<file path="config.mk">
export PLATFORM = sky130hd
export DESIGN_NAME = delta_rgb_serializer
export DESIGN_NICKNAME = d
export VERILOG_FILES = /design/src/rtl/drs_pkg.sv /design/src/rtl/drs_dot_tick.sv /design/src/rtl/drs_order_ctl.sv /design/src/rtl/drs_byte_out.sv /design/src/rtl/delta_rgb_serializer.sv
export SDC_FILE = /design/constraint.sdc
export NUM_CORES = 1
export LEC_CHECK = 0
export BUFFER_PORTS_ARGS = -buffer_cell sky130_fd_sc_hd__buf_2
export CAP_MARGIN = 30
export CORE_MARGIN = 4
export CORE_UTILIZATION = 40
export CTS_BUF_LIST = sky130_fd_sc_hd__clkbuf_8 sky130_fd_sc_hd__clkbuf_16
export CTS_CLUSTER_DIAMETER = 80
export CTS_CLUSTER_SIZE = 16
export DETAILED_ROUTE_END_ITERATION = 8
export GPL_TIMING_DRIVEN = 1
export SLEW_MARGIN = 15
export SYNTH_ARGS = -nofsm -noshare
export SYNTH_HDL_FRONTEND = slang
export SYNTH_SLANG_ARGS = --single-unit
</file>
<file path="constraint.sdc">
create_clock -name clk -period 3 [get_ports clk]
set_input_delay 0.15 -clock clk [delete_from_list [all_inputs] [get_ports clk]]
set_output_delay 0.15 -clock clk [all_outputs]
set_load 0.03 [all_outputs]
</file>
<file path="src/rtl/drs_pkg.sv">
package drs_pkg;

  localparam int unsigned NCOMP = 3;
  localparam logic [7:0] CFG_RESET = 8'h03;

  typedef enum logic [2:0] {
    ORD_RGB = 3'd0,
    ORD_RBG = 3'd1,
    ORD_GRB = 3'd2,
    ORD_GBR = 3'd3,
    ORD_BRG = 3'd4,
    ORD_BGR = 3'd5
  } chan_order_e;

  // Reserved codes fold onto the plain order.
  function automatic logic [2:0] fold_code(input logic [2:0] code);
    return (code > 3'd5) ? 3'(ORD_RGB) : code;
  endfunction

  // Component index (0 red, 1 green, 2 blue) sent in a given byte slot.
  function automatic logic [1:0] comp_of(input logic [2:0] code,
                                         input logic [1:0] slot);
    logic [5:0] seq;
    case (code)
      3'(ORD_RBG): seq = 6'b00_10_01;
      3'(ORD_GRB): seq = 6'b01_00_10;
      3'(ORD_GBR): seq = 6'b01_10_00;
      3'(ORD_BRG): seq = 6'b10_00_01;
      3'(ORD_BGR): seq = 6'b10_01_00;
      default:     seq = 6'b00_01_10;
    endcase
    case (slot)
      2'd0:    return seq[5:4];
      2'd1:    return seq[3:2];
      default: return seq[1:0];
    endcase
  endfunction

endpackage

</file>
<file path="src/rtl/drs_dot_tick.sv">
module drs_dot_tick #(
  parameter int unsigned DOT_DIV = 2
) (
  input  logic clk,
  input  logic rst,
  output logic tick,
  output logic dot_en
);

  generate
    if (DOT_DIV <= 1) begin : g_full_rate
      assign tick = 1'b1;
    end else begin : g_divided
      localparam int unsigned CW = $clog2(DOT_DIV);
      localparam logic [CW-1:0] LAST = CW'(DOT_DIV - 1);
      logic [CW-1:0] cnt;
      always_ff @(posedge clk) begin
        if (rst)               cnt <= '0;
        else if (cnt == LAST)  cnt <= '0;
        else                   cnt <= cnt + 1'b1;
      end
      assign tick = (cnt == LAST);
    end
  endgenerate

  always_ff @(posedge clk) begin
    if (rst) dot_en <= 1'b0;
    else     dot_en <= tick;
  end

endmodule

</file>
<file path="src/rtl/drs_order_ctl.sv">
module drs_order_ctl
  import drs_pkg::*;
(
  input  logic       clk,
  input  logic       rst,
  input  logic       cfg_we,
  input  logic [7:0] cfg_wdata,
  input  logic       accept,
  input  logic       sol,
  input  logic       sof,
  output logic [2:0] ord_code
);

  logic [2:0] shadow_odd, shadow_even;
  logic [2:0] live_odd, live_even;
  logic       line_odd;
  logic       eff_odd;
  logic [2:0] src_odd, src_even;
  logic       unused_cfg_bits;

  assign unused_cfg_bits = cfg_wdata[7] ^ cfg_wdata[3];

  // Parity and orders that the pixel being offered would use.
  assign eff_odd  = sof ? 1'b1 : (sol ? ~line_odd : line_odd);
  assign src_odd  = sof ? shadow_odd  : live_odd;
  assign src_even = sof ? shadow_even : live_even;
  assign ord_code = fold_code(eff_odd ? src_odd : src_even);

  always_ff @(posedge clk) begin
    if (rst) begin
      shadow_odd  <= CFG_RESET[6:4];
      shadow_even <= CFG_RESET[2:0];
      live_odd    <= CFG_RESET[6:4];
      live_even   <= CFG_RESET[2:0];
      line_odd    <= 1'b0;
    end else begin
      if (cfg_we) begin
        shadow_odd  <= cfg_wdata[6:4];
        shadow_even <= cfg_wdata[2:0];
      end
      if (accept) begin
        line_odd <= eff_odd;
        if (sof) begin
          live_odd  <= shadow_odd;
          live_even <= shadow_even;
        end
      end
    end
  end

endmodule

</file>
<file path="src/rtl/drs_byte_out.sv">
module drs_byte_out
  import drs_pkg::*;
#(
  parameter int unsigned COMP_W = 8
) (
  input  logic                     clk,
  input  logic                     rst,
  input  logic                     tick,
  input  logic                     pix_valid,
  input  logic [NCOMP*COMP_W-1:0]  pix_data,
  input  logic [2:0]               ord_code,
  output logic                     ready,
  output logic [COMP_W-1:0]        data_o,
  output logic                     de_o
);

  localparam int unsigned PW = NCOMP * COMP_W;

  logic [1:0]    slot;
  logic          active;
  logic [PW-1:0] pix_q;
  logic [2:0]    ord_q;
  logic [1:0]    nxt_slot;

  function automatic logic [COMP_W-1:0] pick(input logic [PW-1:0] px,
                                             input logic [2:0] code,
                                             input logic [1:0] s);
    case (comp_of(code, s))
      2'd0:    return px[PW-1 -: COMP_W];
      2'd1:    return px[2*COMP_W-1 -: COMP_W];
      default: return px[COMP_W-1:0];
    endcase
  endfunction

  assign ready    = tick && (slot == 2'd2);
  assign nxt_slot = slot + 2'd1;

  always_ff @(posedge clk) begin
    if (rst) begin
      slot   <= 2'd2;
      active <= 1'b0;
      pix_q  <= '0;
      ord_q  <= '0;
      data_o <= '0;
      de_o   <= 1'b0;
    end else if (tick) begin
      if (slot == 2'd2) begin
        slot <= 2'd0;
        if (pix_valid) begin
          pix_q  <= pix_data;
          ord_q  <= ord_code;
          active <= 1'b1;
          data_o <= pick(pix_data, ord_code, 2'd0);
          de_o   <= 1'b1;
        end else begin
          active <= 1'b0;
          data_o <= '0;
          de_o   <= 1'b0;
        end
      end else begin
        slot <= nxt_slot;
        if (active) begin
          data_o <= pick(pix_q, ord_q, nxt_slot);
          de_o   <= 1'b1;
        end else begin
          data_o <= '0;
          de_o   <= 1'b0;
        end
      end
    end
  end

endmodule

</file>
<file path="src/rtl/delta_rgb_serializer.sv">
module delta_rgb_serializer
  import drs_pkg::*;
#(
  parameter int unsigned COMP_W  = 8,
  parameter int unsigned DOT_DIV = 2
) (
  input  logic                    clk,
  input  logic                    rst,
  input  logic                    cfg_we,
  input  logic [7:0]              cfg_wdata,
  input  logic                    pix_valid,
  input  logic [NCOMP*COMP_W-1:0] pix_data,
  input  logic                    pix_sol,
  input  logic                    pix_sof,
  output logic                    pix_ready,
  output logic [COMP_W-1:0]       lcd_data,
  output logic                    lcd_de,
  output logic                    lcd_dot_en
);

  logic       tick;
  logic       accept;
  logic [2:0] ord_code;

  assign accept = pix_ready && pix_valid;

  drs_dot_tick #(.DOT_DIV(DOT_DIV)) tick_i (
    .clk    (clk),
    .rst    (rst),
    .tick   (tick),
    .dot_en (lcd_dot_en)
  );

  drs_order_ctl order_i (
    .clk       (clk),
    .rst       (rst),
    .cfg_we    (cfg_we),
    .cfg_wdata (cfg_wdata),
    .accept    (accept),
    .sol       (pix_sol),
    .sof       (pix_sof),
    .ord_code  (ord_code)
  );

  drs_byte_out #(.COMP_W(COMP_W)) bytes_i (
    .clk       (clk),
    .rst       (rst),
    .tick      (tick),
    .pix_valid (pix_valid),
    .pix_data  (pix_data),
    .ord_code  (ord_code),
    .ready     (pix_ready),
    .data_o    (lcd_data),
    .de_o      (lcd_de)
  );

endmodule

</file>
=== After elaboration in Yosys (flattened, before gate mapping) ===
Index checks and enable logic that the tools add are counted.

* $add $sub $neg: 2
* $lt $le $gt $ge: 1
* Equal/unequal tests: 14
* Multiplexer cells: 26
* Bitwise logic cells: 1
* Reduce and logical (&&, ||, !) cells: 8

{| class="wikitable"
|+ Operators by type and width
! operator !! number
|-
| 6-bit case mux with 5 select lines || 2
|-
| 8-bit case mux with 2 select lines || 2
|-
| 8-bit 2-to-1 mux || 3
|-
| 2-bit 2-to-1 mux || 9
|-
| 3-bit by 2-bit equality test with 1-bit output (second input constant) || 4
|-
| 3-bit equality test (second input constant) || 4
|-
| 3-bit 2-to-1 mux || 4
|-
| 2-bit by 1-bit equality test with 1-bit output (second input constant) || 3
|-
| 3-bit by 1-bit equality test with 1-bit output (second input constant) || 2
|-
| 2-bit logical NOT || 3
|-
| 1-bit 2-to-1 mux || 5
|-
| 2-bit case mux with 2 select lines || 1
|-
| 3-bit > comparator (second input constant) || 1
|-
| 3-bit AND reduction || 1
|-
| 2-bit by 1-bit adder with 2-bit output (second input constant) || 1
|-
| 2-bit equality test (second input constant) || 1
|-
| 1-bit logical AND || 2
|-
| 2-bit AND reduction || 1
|-
| 2-bit OR reduction || 1
|-
| 1-bit adder (second input constant) || 1
|-
| 1-bit NOT || 1
|}

* Register bits: 54
* Word-level logic and storage cells: 65

=== Logic depth before layout (Yosys ltp) ===
Gate-level depths: netlist of run 1.

* Depth after elaboration: 16
* Gate-level depth with buffers: 9
* Mapped depth without buffers: 8

=== By module ===
From an unflattened synthesis of run 1, not the netlist that was laid out.

* Cells, all modules: 323
* Area total of the unflattened synthesis: 2,656.3 um2

{| class="wikitable"
|+ Modules (own cells, without submodules)
! module !! instances !! cells each !! area an instance (um2)
|-
| drs_byte_out || 1 || 247 || 1,963.1
|-
| drs_order_ctl || 1 || 71 || 629.4
|-
| drs_dot_tick || 1 || 4 || 57.6
|-
| delta_rgb_serializer || 1 || 1 || 6.3
|}

=== Worst setup path before layout of run 1 ===
No wires, ideal clock.

* Kind: register to register
* From: register bytes_i.slot[0]
* To: register bytes_i.data_o[0]
* Arrival: 1,887 ps
* Path slack: 1,053 ps
* Stages on the path, launching flop included: 8
* Path buffers: 1
* Cells stage by stage: dfxtp_1 inv_1 ha_1 clkbuf_1 a2111oi_0 a21oi_1 a21boi_1 a221o_1

* Longest elaborated chain between the ends: 11
* Elaborated cells on any way between the ends: 14

{| class="wikitable"
|+ RTL lines
! element !! RTL line !! text
|-
| start: declaration || drs_byte_out.sv:19 || <nowiki>logic [1:0] slot;</nowiki>
|-
| start signal: assignment || drs_byte_out.sv:61 || <nowiki>slot <= nxt_slot;</nowiki>
|-
| 2-bit by 1-bit adder with 2-bit output || drs_byte_out.sv:36 || <nowiki>assign nxt_slot = slot + 2'd1;</nowiki>
|-
| 2-bit by 1-bit equality test with 1-bit output / 2-bit logical NOT (equally long branches) || drs_pkg.sv:32 || <nowiki>case (slot)</nowiki>
|-
| 2-bit case mux with 2 select lines || drs_pkg.sv:32 ||
|-
| 2-bit 2-to-1 mux || drs_byte_out.sv:62 || <nowiki>if (active) begin</nowiki>
|-
| 2-bit 2-to-1 mux || drs_byte_out.sv:47 || <nowiki>if (slot == 2'd2) begin</nowiki>
|-
| 2-bit 2-to-1 mux || drs_byte_out.sv:46 || <nowiki>end else if (tick) begin</nowiki>
|-
| 2-bit 2-to-1 mux || drs_byte_out.sv:39 || <nowiki>if (rst) begin</nowiki>
|-
| 2-bit by 1-bit equality test with 1-bit output / 2-bit logical NOT (equally long branches) || drs_byte_out.sv:28 || <nowiki>case (comp_of(code, s))</nowiki>
|-
| 8-bit case mux with 2 select lines || drs_byte_out.sv:28 ||
|-
| 8-bit 2-to-1 mux || drs_byte_out.sv:62 ||
|-
| 8-bit 2-to-1 mux * || drs_byte_out.sv:47 ||
|-
| end signal: assignment || drs_byte_out.sv:53 || <nowiki>data_o <= pick(pix_data, ord_code, 2'd0);</nowiki>
|-
| end signal: assignment || drs_byte_out.sv:63 || <nowiki>data_o <= pick(pix_q, ord_q, nxt_slot);</nowiki>
|-
| end: declaration || drs_byte_out.sv:13 || <nowiki>output logic [COMP_W-1:0] data_o,</nowiki>
|}

Every way passes the cells marked *; elsewhere a longest branch is shown, timed or not. The select of a mux whose other input is x is not followed.
A chain may end at the register's enable or synchronous reset.

=== Final worst setup path of run 1 ===
* From: register bytes_i.slot[0]
* To: register bytes_i.data_o[3]

The elaborated chain is that of the path after synthesis.

==> results of run 1 <==
## power groups by stage
stage          logic [W]  registers [W]  clock network, W
6_report        0.000235       0.000769          0.000497
5_1_grt         0.000258       0.000774          0.000538
4_1_cts         0.000236       0.000769          0.000511
3_5_place_dp    0.000235       0.000785                 0
3_3_place_gp    0.000233       0.000785                 0
2_1_floorplan   0.000149       0.000793                 0
## registers in the layout, summed over array words and instances, names as in the netlist, 2 cells and up
signal and cells:
order_i.live_even 3, bytes_i.data_o 8, bytes_i.ord_q 3, bytes_i.slot 2, order_i.shadow_even 3, order_i.live_odd 3, order_i.shadow_odd 3, bytes_i.pix_q 24
## per-layer routing
metal,part of all wire (%),wire length (um),vias to the layer above
met5,0,0,-
li1,-,-,1163
met3,4.9,314,8
met2,47,3036,52
met1,47,2993,1087
met4,1.1,72,0
## how the worst max path moves through the flow
| stage | from | to | slack, ns |
|---|---|---|---|
| 5_1_grt | bytes_i.slot[0]$_SDFFE_PP0P_ | bytes_i.data_o[6]$_SDFFE_PP0P_ | 0.56 |
| 3_3_place_gp | order_i.line_odd$_SDFFE_PP0P_ | bytes_i.data_o[0]$_SDFFE_PP0P_ | 0.76 |
| 3_5_place_dp | order_i.line_odd$_SDFFE_PP0P_ | bytes_i.data_o[0]$_SDFFE_PP0P_ | 0.75 |
| 6_report | bytes_i.slot[0]$_SDFFE_PP0P_ | bytes_i.data_o[3]$_SDFFE_PP0P_ | 0.75 |
| 4_1_cts | order_i.line_odd$_SDFFE_PP0P_ | bytes_i.data_o[2]$_SDFFE_PP0P_ | 0.73 |
| 2_1_floorplan | bytes_i.slot[0]$_SDFFE_PP0P_ | bytes_i.data_o[0]$_SDFFE_PP0P_ | 1.05 |
## critical path, stage by stage, from the launching register on
cell and delay, ns:
dfxtp_1 0.39, inv_1 0.08, ha_1 0.47, a211o_1 0.16, nand3_1 0.36, a32oi_1 0.34
nand3_1 0.10, a221o_1 0.26
## layout make-up
cell class / instances / area [sq um]
well taps: 75 / 93.84
flip-flops and latches: 54 / 1081
multi-input cells: 231 / 1345
inverters: 3 / 11.26
clock inverters: 1 / 30.03
fillers: 630 / 3092
clock buffers: 6 / 82.58
repair buffers: 54 / 290.3
## Yosys cell counts (2+ instances only)
cell | number | area (sq um)
a22o_1 | 4 | 35.03
nand2b_1 | 4 | 25.02
a21boi_1 | 2 | 15.01
and2_1 | 3 | 18.77
inv_1 | 3 | 11.26
mux2i_1 | 11 | 110.1
nor3b_1 | 2 | 15.01
o21ai_0 | 3 | 15.01
a32oi_1 | 4 | 35.03
and3_1 | 5 | 31.28
nor3_1 | 4 | 20.02
nand2_1 | 71 | 266.5
buf_2 | 4 | 20.02
a2bb2oi_1 | 4 | 35.03
nand3b_1 | 3 | 22.52
nor2b_1 | 2 | 12.51
a221o_1 | 4 | 40.04
nor2_1 | 15 | 56.30
nand3_1 | 24 | 120.1
a21oi_1 | 36 | 180.2
ha_1 | 4 | 50.05
dfxtp_1 | 54 | 1081
o211ai_1 | 2 | 15.01
clkbuf_1 | 16 | 60.06
a22oi_1 | 12 | 90.09
## logic make-up after synthesis
logic type,share of synthesized area [%]
AOI/OAI and AO/OA,19.69
xor gates and xnor gates,2.079
adders and majority gates,1.979
and+or+nand+nor,24.64
DFF,42.75
buffers and inverters,4.057
muxes,4.800
## through the flow
step	setup slack, ns	cells	power, W	hold slack [ns]	utilization [%]
6_report	0.7527	424	0.001501	0.06100	48.69
5_1_grt	0.5553	424	0.001570	0.07203	48.69
4_1_cts	0.7286	424	0.001516	0.05898	48.69
3_5_place_dp	0.7465	417	0.001021	0.3740	46.82
3_3_place_gp	0.7608	417	0.001019	0.3666	46.82
2_1_floorplan	1.053	310	0.0009420	0.2784	-
==> impl_metrics.py, run 1 <==
metrics = {
    "grt": {
        "grt_use_met2_pct": 27.60,
        "grt_pass1_wl_um": 10540,
        "grtUsageTotal_pct": 17.45,
        "grt_pass1_vias": 2204,
        "grt-busiest-layer": "met2",
        "grt_max_degree": 33,
        "grt_util_met3_pct": 3.311,
        "antenna_found_initial": 0,
        "grt_overflow": 0,
        "met1_usage_pct": 24.30,
    },
    "detailed_routing": {
        "detail-route-antenna-nets": 0,
        "dr_total_vias": 2310,
        "routed_wl_um": 6417,
        "wl_per_cell_um": 15.13,
        "drc": 0,
        "viasPerCell": 5.448,
        "drtIter0Drc": 160,
        "drt-pass1-iter-count": 4,
    },
    "timing": {
        "setup_tns_ns": 0,
        "tightest_slew_ns": 0.8534,
        "rsz0062_at_grt": "no",
        "fin_crit_ns": 2.247,
        "period_share_pct": 74.91,
        "max_freq_mhz": 445.0,
        "setup_viol": 0,
        "max_slew_margin_pct": 42.89,
        "hold_violations": 0,
        "skew_ns": 0.007488,
        "slew_viol_final": 0,
    },
    "placed_design": {
        "placed_cell_area_sq_um": 2821,
        "place.gp.congestion": 0.7439,
        "place_hpwl_um": 4476,
        "port_buffers": 46,
    },
    "clock_tree": {
        "root_buffer": "clkbuf_8",
        "clkSinkCount": 54,
        "post_cts_buffers": 0,
        "cts_resized": 0,
        "clock_path_buffers": 2,
        "cts_hold_buf": 0,
        "clkLatencyLatePin_ns": 0.31,
        "tritoncts": "yes",
        "cts_max_level": 2,
        "cts.reportedPaths.clkPinSlew_ns": 0.09,
        "numCtsBuffers": 5,
    },
    "synth": {
        "postSynthCellCount": 310,
        "synth_ff_type": "dfxtp_1",
        "yosysSeqAreaShare_pct": 42.75,
        "synthesis.area_sq_um": 2529,
        "avgSynthCellArea_sq_um": 8.157,
        "async_reset_ff_share_pct": 0,
        "syn-num-nets": 352,
        "ys.warnings.count": 0,
        "synth-edff-count": 0,
        "synth_cell_types": 39,
        "synth_seq_cells": 54,
    },
    "worst_setup_path": {
        "cp-end-kind": "flop",
        "cp_max_fo": 11,
        "startpoint_type": "flop",
        "crit_required_ns": 3.20,
        "path_class": "reg2reg",
        "arrival_ns": 2.45,
        "timing.rr.end": "bytes_i.data_o[3]$_SDFFE_PP0P_",
        "timing.reg2reg.setup_slack_ns": 0.75,
        "r2r_cells": 7,
        "r2r-start": "bytes_i.slot[0]$_SDFFE_PP0P_",
    },
    "power_and_ir_drop": {
        "irDropWorstVdd_mv": 0.2298,
        "switching_share_pct": 26.20,
        "p_sw_w": 0.0003933,
        "p_per_area_nw_per_um2": 511.5,
        "p_leak_nw": 1.209,
        "sequentialPowerShare_pct": 51.2,
        "combPwrFrac_pct": 15.6,
        "clkPwrFrac_pct": 33.1,
        "p_int_w": 0.001108,
    },
    "min_path": {
        "hold_class": "in2reg",
        "min_from": "cfg_wdata[1]",
        "whs_endpoint": "order_i.shadow_even[1]$_SDFFE_PP1P_",
        "holdPathStages": 3,
    },
    "cells_and_area": {
        "final_common_cell": "nand2_1",
        "area_delta_synth_final_pct": 16.03,
        "layout_common_cells": "71 x nand2_1, 54 x dfxtp_1, 46 x buf_2",
        "finalNetCount": 391,
        "drive_above_1_share_pct": 18.91,
        "fin_area_sq_um": 2934,
        "antenna_cells": 0,
    },
    "die": {
        "start_util_pct": 41.96,
        "dieArea_sq_um": 7658,
        "die_x_um": 87.51,
        "fp-row-count": 28,
        "io_pins": 49,
        "coreArea_sq_um": 6026,
        "fp.dieH_um": 87.51,
    },
    "status": {
        "status": "complete, no violations",
    },
    "job": {
        "maxCapViolations": 0,
    },
}
Note: power is estimated with default switching activity, not from simulation.
==> run 2: changes to the inputs <==
--- a/config.mk
+++ b/config.mk
@@ -5,6 +5,7 @@
 export SDC_FILE = /design/constraint.sdc
 export NUM_CORES = 1
 export LEC_CHECK = 0
+export ABC_AREA = 1
 export BUFFER_PORTS_ARGS = -buffer_cell sky130_fd_sc_hd__buf_2
 export CAP_MARGIN = 30
 export CORE_MARGIN = 4
==> constraint.sdc (replaced) <==
create_clock -name clk -period 2 [get_ports clk]
set_input_delay 0.1 -clock clk [delete_from_list [all_inputs] [get_ports clk]]
set_output_delay 0.1 -clock clk [all_outputs]
set_load 0.03 [all_outputs]
==> run 2 against run 1 <==
Sequential share of layout area is 2.5 points lower; sequential power is 53% higher; flip-flop and latch count stayed put; synthesized cell count is 30% higher; wire length is 6.2% higher; clock power is 27% higher; register-to-register slack worse by 0.56 ns; fmax is 25% higher; combinational power is 120% higher; critical endpoint is now bytes_i.data_o[2]$_SDFFE_PP0P_; largest power group unchanged; highest routed layer unchanged.
==> impl_metrics.py, run 2 <==
metrics = {
    "clock_tree": {
        "clkSinkCount": 54,
        "tritoncts": "yes",
        "cts.reportedPaths.clkPinSlew_ns": 0.10,
        "post_cts_buffers": 0,
        "clock_path_buffers": 2,
        "numCtsBuffers": 5,
        "root_buffer": "clkbuf_8",
        "cts_max_level": 2,
        "clkLatencyLatePin_ns": 0.31,
    },
    "min_path": {
        "whs_endpoint": "order_i.shadow_odd[2]$_SDFFE_PP0P_",
        "holdPathStages": 3,
        "min_from": "cfg_wdata[6]",
        "hold_class": "in2reg",
    },
    "cells_and_area": {
        "area_delta_synth_final_pct": 16.21,
        "n_fill_cell": 715,
        "final_common_cell": "nand2_1",
        "layout_common_cells": "106 x nand2_1, 57 x nor2_1, 54 x dfxtp_1",
        "largest_reg_flops": 24,
        "top_regs": "bytes_i.pix_q x24, bytes_i.data_o x8",
        "finalNetCount": 491,
        "drive_above_1_share_pct": 17.11,
        "fin_cells": 527,
        "multiInputGateArea_sq_um": 1439,
        "largest-register": "bytes_i.pix_q",
        "antenna_cells": 0,
        "seq_area_sq_um": 1081,
    },
    "die": {
        "fp-row-count": 29,
        "die_x_um": 90.29,
        "io_pins": 49,
        "start_util_pct": 41.94,
        "dieArea_sq_um": 8152,
        "fp.dieH_um": 90.29,
        "coreArea_sq_um": 6459,
    },
    "placed_design": {
        "place.gp.congestion": 0.8289,
        "port_buffers": 46,
        "dp.cells": 516,
        "place_hpwl_um": 5086,
    },
    "synth": {
        "synth-compound-area-share_pct": 11.59,
        "avgSynthCellArea_sq_um": 6.722,
        "synth-simple-area-share_pct": 38.85,
        "postSynthCellCount": 403,
        "synth_cell_types": 28,
        "synthXorXnorAreaFrac_pct": 0,
        "synth_seq_cells": 54,
        "synth-edff-count": 0,
        "synthMuxAreaShare_pct": 0.3695,
        "synth_fa_ha_area_share_pct": 1.848,
        "synth_top_area_share_pct": 39.91,
        "syn-num-nets": 445,
        "synth.area.top_cells": "dfxtp_1 40%, nand2_1 15%, nand3_1 8.7%, nor2_1 8.0%, o21ai_0 6.8%",
        "synth.most_common_cell": "nand2_1",
        "yosysSeqAreaShare_pct": 39.91,
        "synth_top_family_by_area": "simple AND/OR/NAND/NOR gates",
        "ys.warnings.count": 0,
        "async_reset_ff_share_pct": 0,
        "synth_ff_type": "dfxtp_1",
        "ys_top_cells_by_count": "106 x nand2_1, 58 x nor2_1, 54 x dfxtp_1, 47 x nand3_1, 37 x o21ai_0",
        "synthesis.area_sq_um": 2709,
        "yosys.area.top_type": "dfxtp_1",
    },
    "worst_setup_path": {
        "path_class": "reg2reg",
        "timing.reg2reg.setup_slack_ns": 0.20,
        "timing.rr.end": "bytes_i.data_o[2]$_SDFFE_PP0P_",
        "r2r_cells": 11,
        "cp_max_fo": 9,
        "crit_required_ns": 2.26,
        "cp-end-kind": "flop",
        "arrival_ns": 2.06,
        "startpoint_type": "flop",
        "r2r-start": "bytes_i.slot[0]$_SDFFE_PP0P_",
        "cpPeakStageDelay_ns": 0.41,
        "crit_path_frequent_cell": "nand2_1",
        "path_cells": "inv_1, ha_1, a31oi_1, nand2_2, nand2_4, nand3_1, nand3_1, nand2_1, nand2_1, nand2_1, nand2_1",
        "crit_slowest_cell": "dfxtp_1",
    },
    "power_and_ir_drop": {
        "p_leak_nw": 1.595,
        "p_per_area_nw_per_um2": 740.0,
        "irDropWorstVdd_mv": 0.2752,
    },
    "detailed_routing": {
        "drtIter0Drc": 172,
        "routed_wl_um": 6814,
        "drc": 0,
        "wl_per_cell_um": 12.93,
        "detail-route-antenna-nets": 0,
        "viasPerCell": 4.894,
        "drt-pass1-iter-count": 4,
        "dr_total_vias": 2579,
    },
    "grt": {
        "grt_pass1_wl_um": 11870,
        "grtUsageTotal_pct": 17.43,
        "grt_pass1_vias": 2518,
        "antenna_found_initial": 0,
        "grt_overflow": 0,
        "grt_max_degree": 39,
    },
    "status": {
        "status": "complete, no violations",
    },
    "timing": {
        "period_share_pct": 90.19,
        "hold_ws_ns": 0.01225,
        "setup_viol": 0,
        "rsz0062_at_grt": "no",
        "max_freq_mhz": 554.4,
        "tightest_slew_ns": 0.6067,
        "hold_violations": 0,
        "setup_tns_ns": 0,
        "max_slew_margin_pct": 59.41,
        "fin_crit_ns": 1.804,
        "skew_ns": 0.009757,
        "slew_viol_final": 0,
    },
    "job": {
        "maxCapViolations": 0,
    },
}
[run 2: how the worst max path moves through the flow]
| stage | startpoint | to | slack, ns |
|---|---|---|---|
| floorplan | bytes_i.slot[0]$_SDFFE_PP0P_ | bytes_i.data_o[6]$_SDFFE_PP0P_ | 0.41 |
| global placement | bytes_i.slot[0]$_SDFFE_PP0P_ | bytes_i.data_o[6]$_SDFFE_PP0P_ | 0.23 |
| detailed placement | bytes_i.slot[0]$_SDFFE_PP0P_ | bytes_i.data_o[3]$_SDFFE_PP0P_ | 0.18 |
| CTS | bytes_i.slot[0]$_SDFFE_PP0P_ | bytes_i.data_o[3]$_SDFFE_PP0P_ | 0.15 |
| global route | bytes_i.slot[0]$_SDFFE_PP0P_ | bytes_i.data_o[1]$_SDFFE_PP0P_ | 0.007 |
| finish | bytes_i.slot[0]$_SDFFE_PP0P_ | bytes_i.data_o[2]$_SDFFE_PP0P_ | 0.20 |
[run 2: where the power goes]
| group | internal (W) | switching, W | total (W) | leakage, nW |
|---|---|---|---|---|
| clock network | 0.000253 | 0.000375 | 0.000629 | 0.0447 |
| logic | 0.000180 | 0.000339 | 0.000519 | 1.11 |
| registers | 0.00114 | 0.0000386 | 0.00118 | 0.443 |
[run 2: kinds of logic (layout without fill, tap and decap cells)]
family                   count (synthesis)  in the layout
AO/OA/AOI/OAI                           59             59
adder cells (fa/ha/maj)                  4              4
buffers and inverters                   49             96
multiplexers                             1              1
flip-flops                              54             54
AND/OR/NAND/NOR                        236            236
[run 2: metrics by stage]
stage                     instance area [sq um]  util [%]  setup slack, ns  total power [W]
after floorplan                            2709         -           0.4125         0.001558
after global placement                     3014     46.67           0.2292         0.001706
after detailed placement                   3014     46.67           0.1791         0.001716
after CTS                                  3138     48.59           0.1518         0.002352
after global routing                       3148     48.74         0.007000         0.002480
final                                      3148     48.74           0.1961         0.002330
[run 2: per-layer routing]
metal / up-vias / part of all wire [%] / GRT usage, %
li1: 1395 / - / -
met1: 1123 / 51 / 24.28
met2: 54 / 43 / 27.50
met3: 7 / 5.0 / 4.000
met4: 0 / 0.88 / 3.827
met5: - / 0 / 0
[run 2: worst max-delay path: cells and delay by family (launching register included)]
| family | cells | cell delay, ns |
|---|---|---|
| AO/OA/AOI/OAI | 1 | 0.20 |
| buffers and inverters | 1 | 0.08 |
| adder cells (fa/ha/maj) | 1 | 0.34 |
| flip-flops | 1 | 0.41 |
| AND/OR/NAND/NOR | 8 | 0.73 |
[run 2: timing repair]
item | in CTS | in global routing
gates resized for setup | 0 | 2
endpoints found under the setup margin | 0 | 2
hold buffers | 3 | 0
hold endpoints to repair | 3 | 0
[run 2: cell type report]
| type | instances | area share [%] |
|---|---|---|
| clock buffer | 5 | 2.186 |
| clock inverter | 3 | 0.7949 |
| inverter | 34 | 4.054 |
| multi-input combinational | 300 | 45.71 |
| sequential | 54 | 34.34 |
| tap | 77 | 3.060 |
| timing repair buffer | 54 | 9.857 |
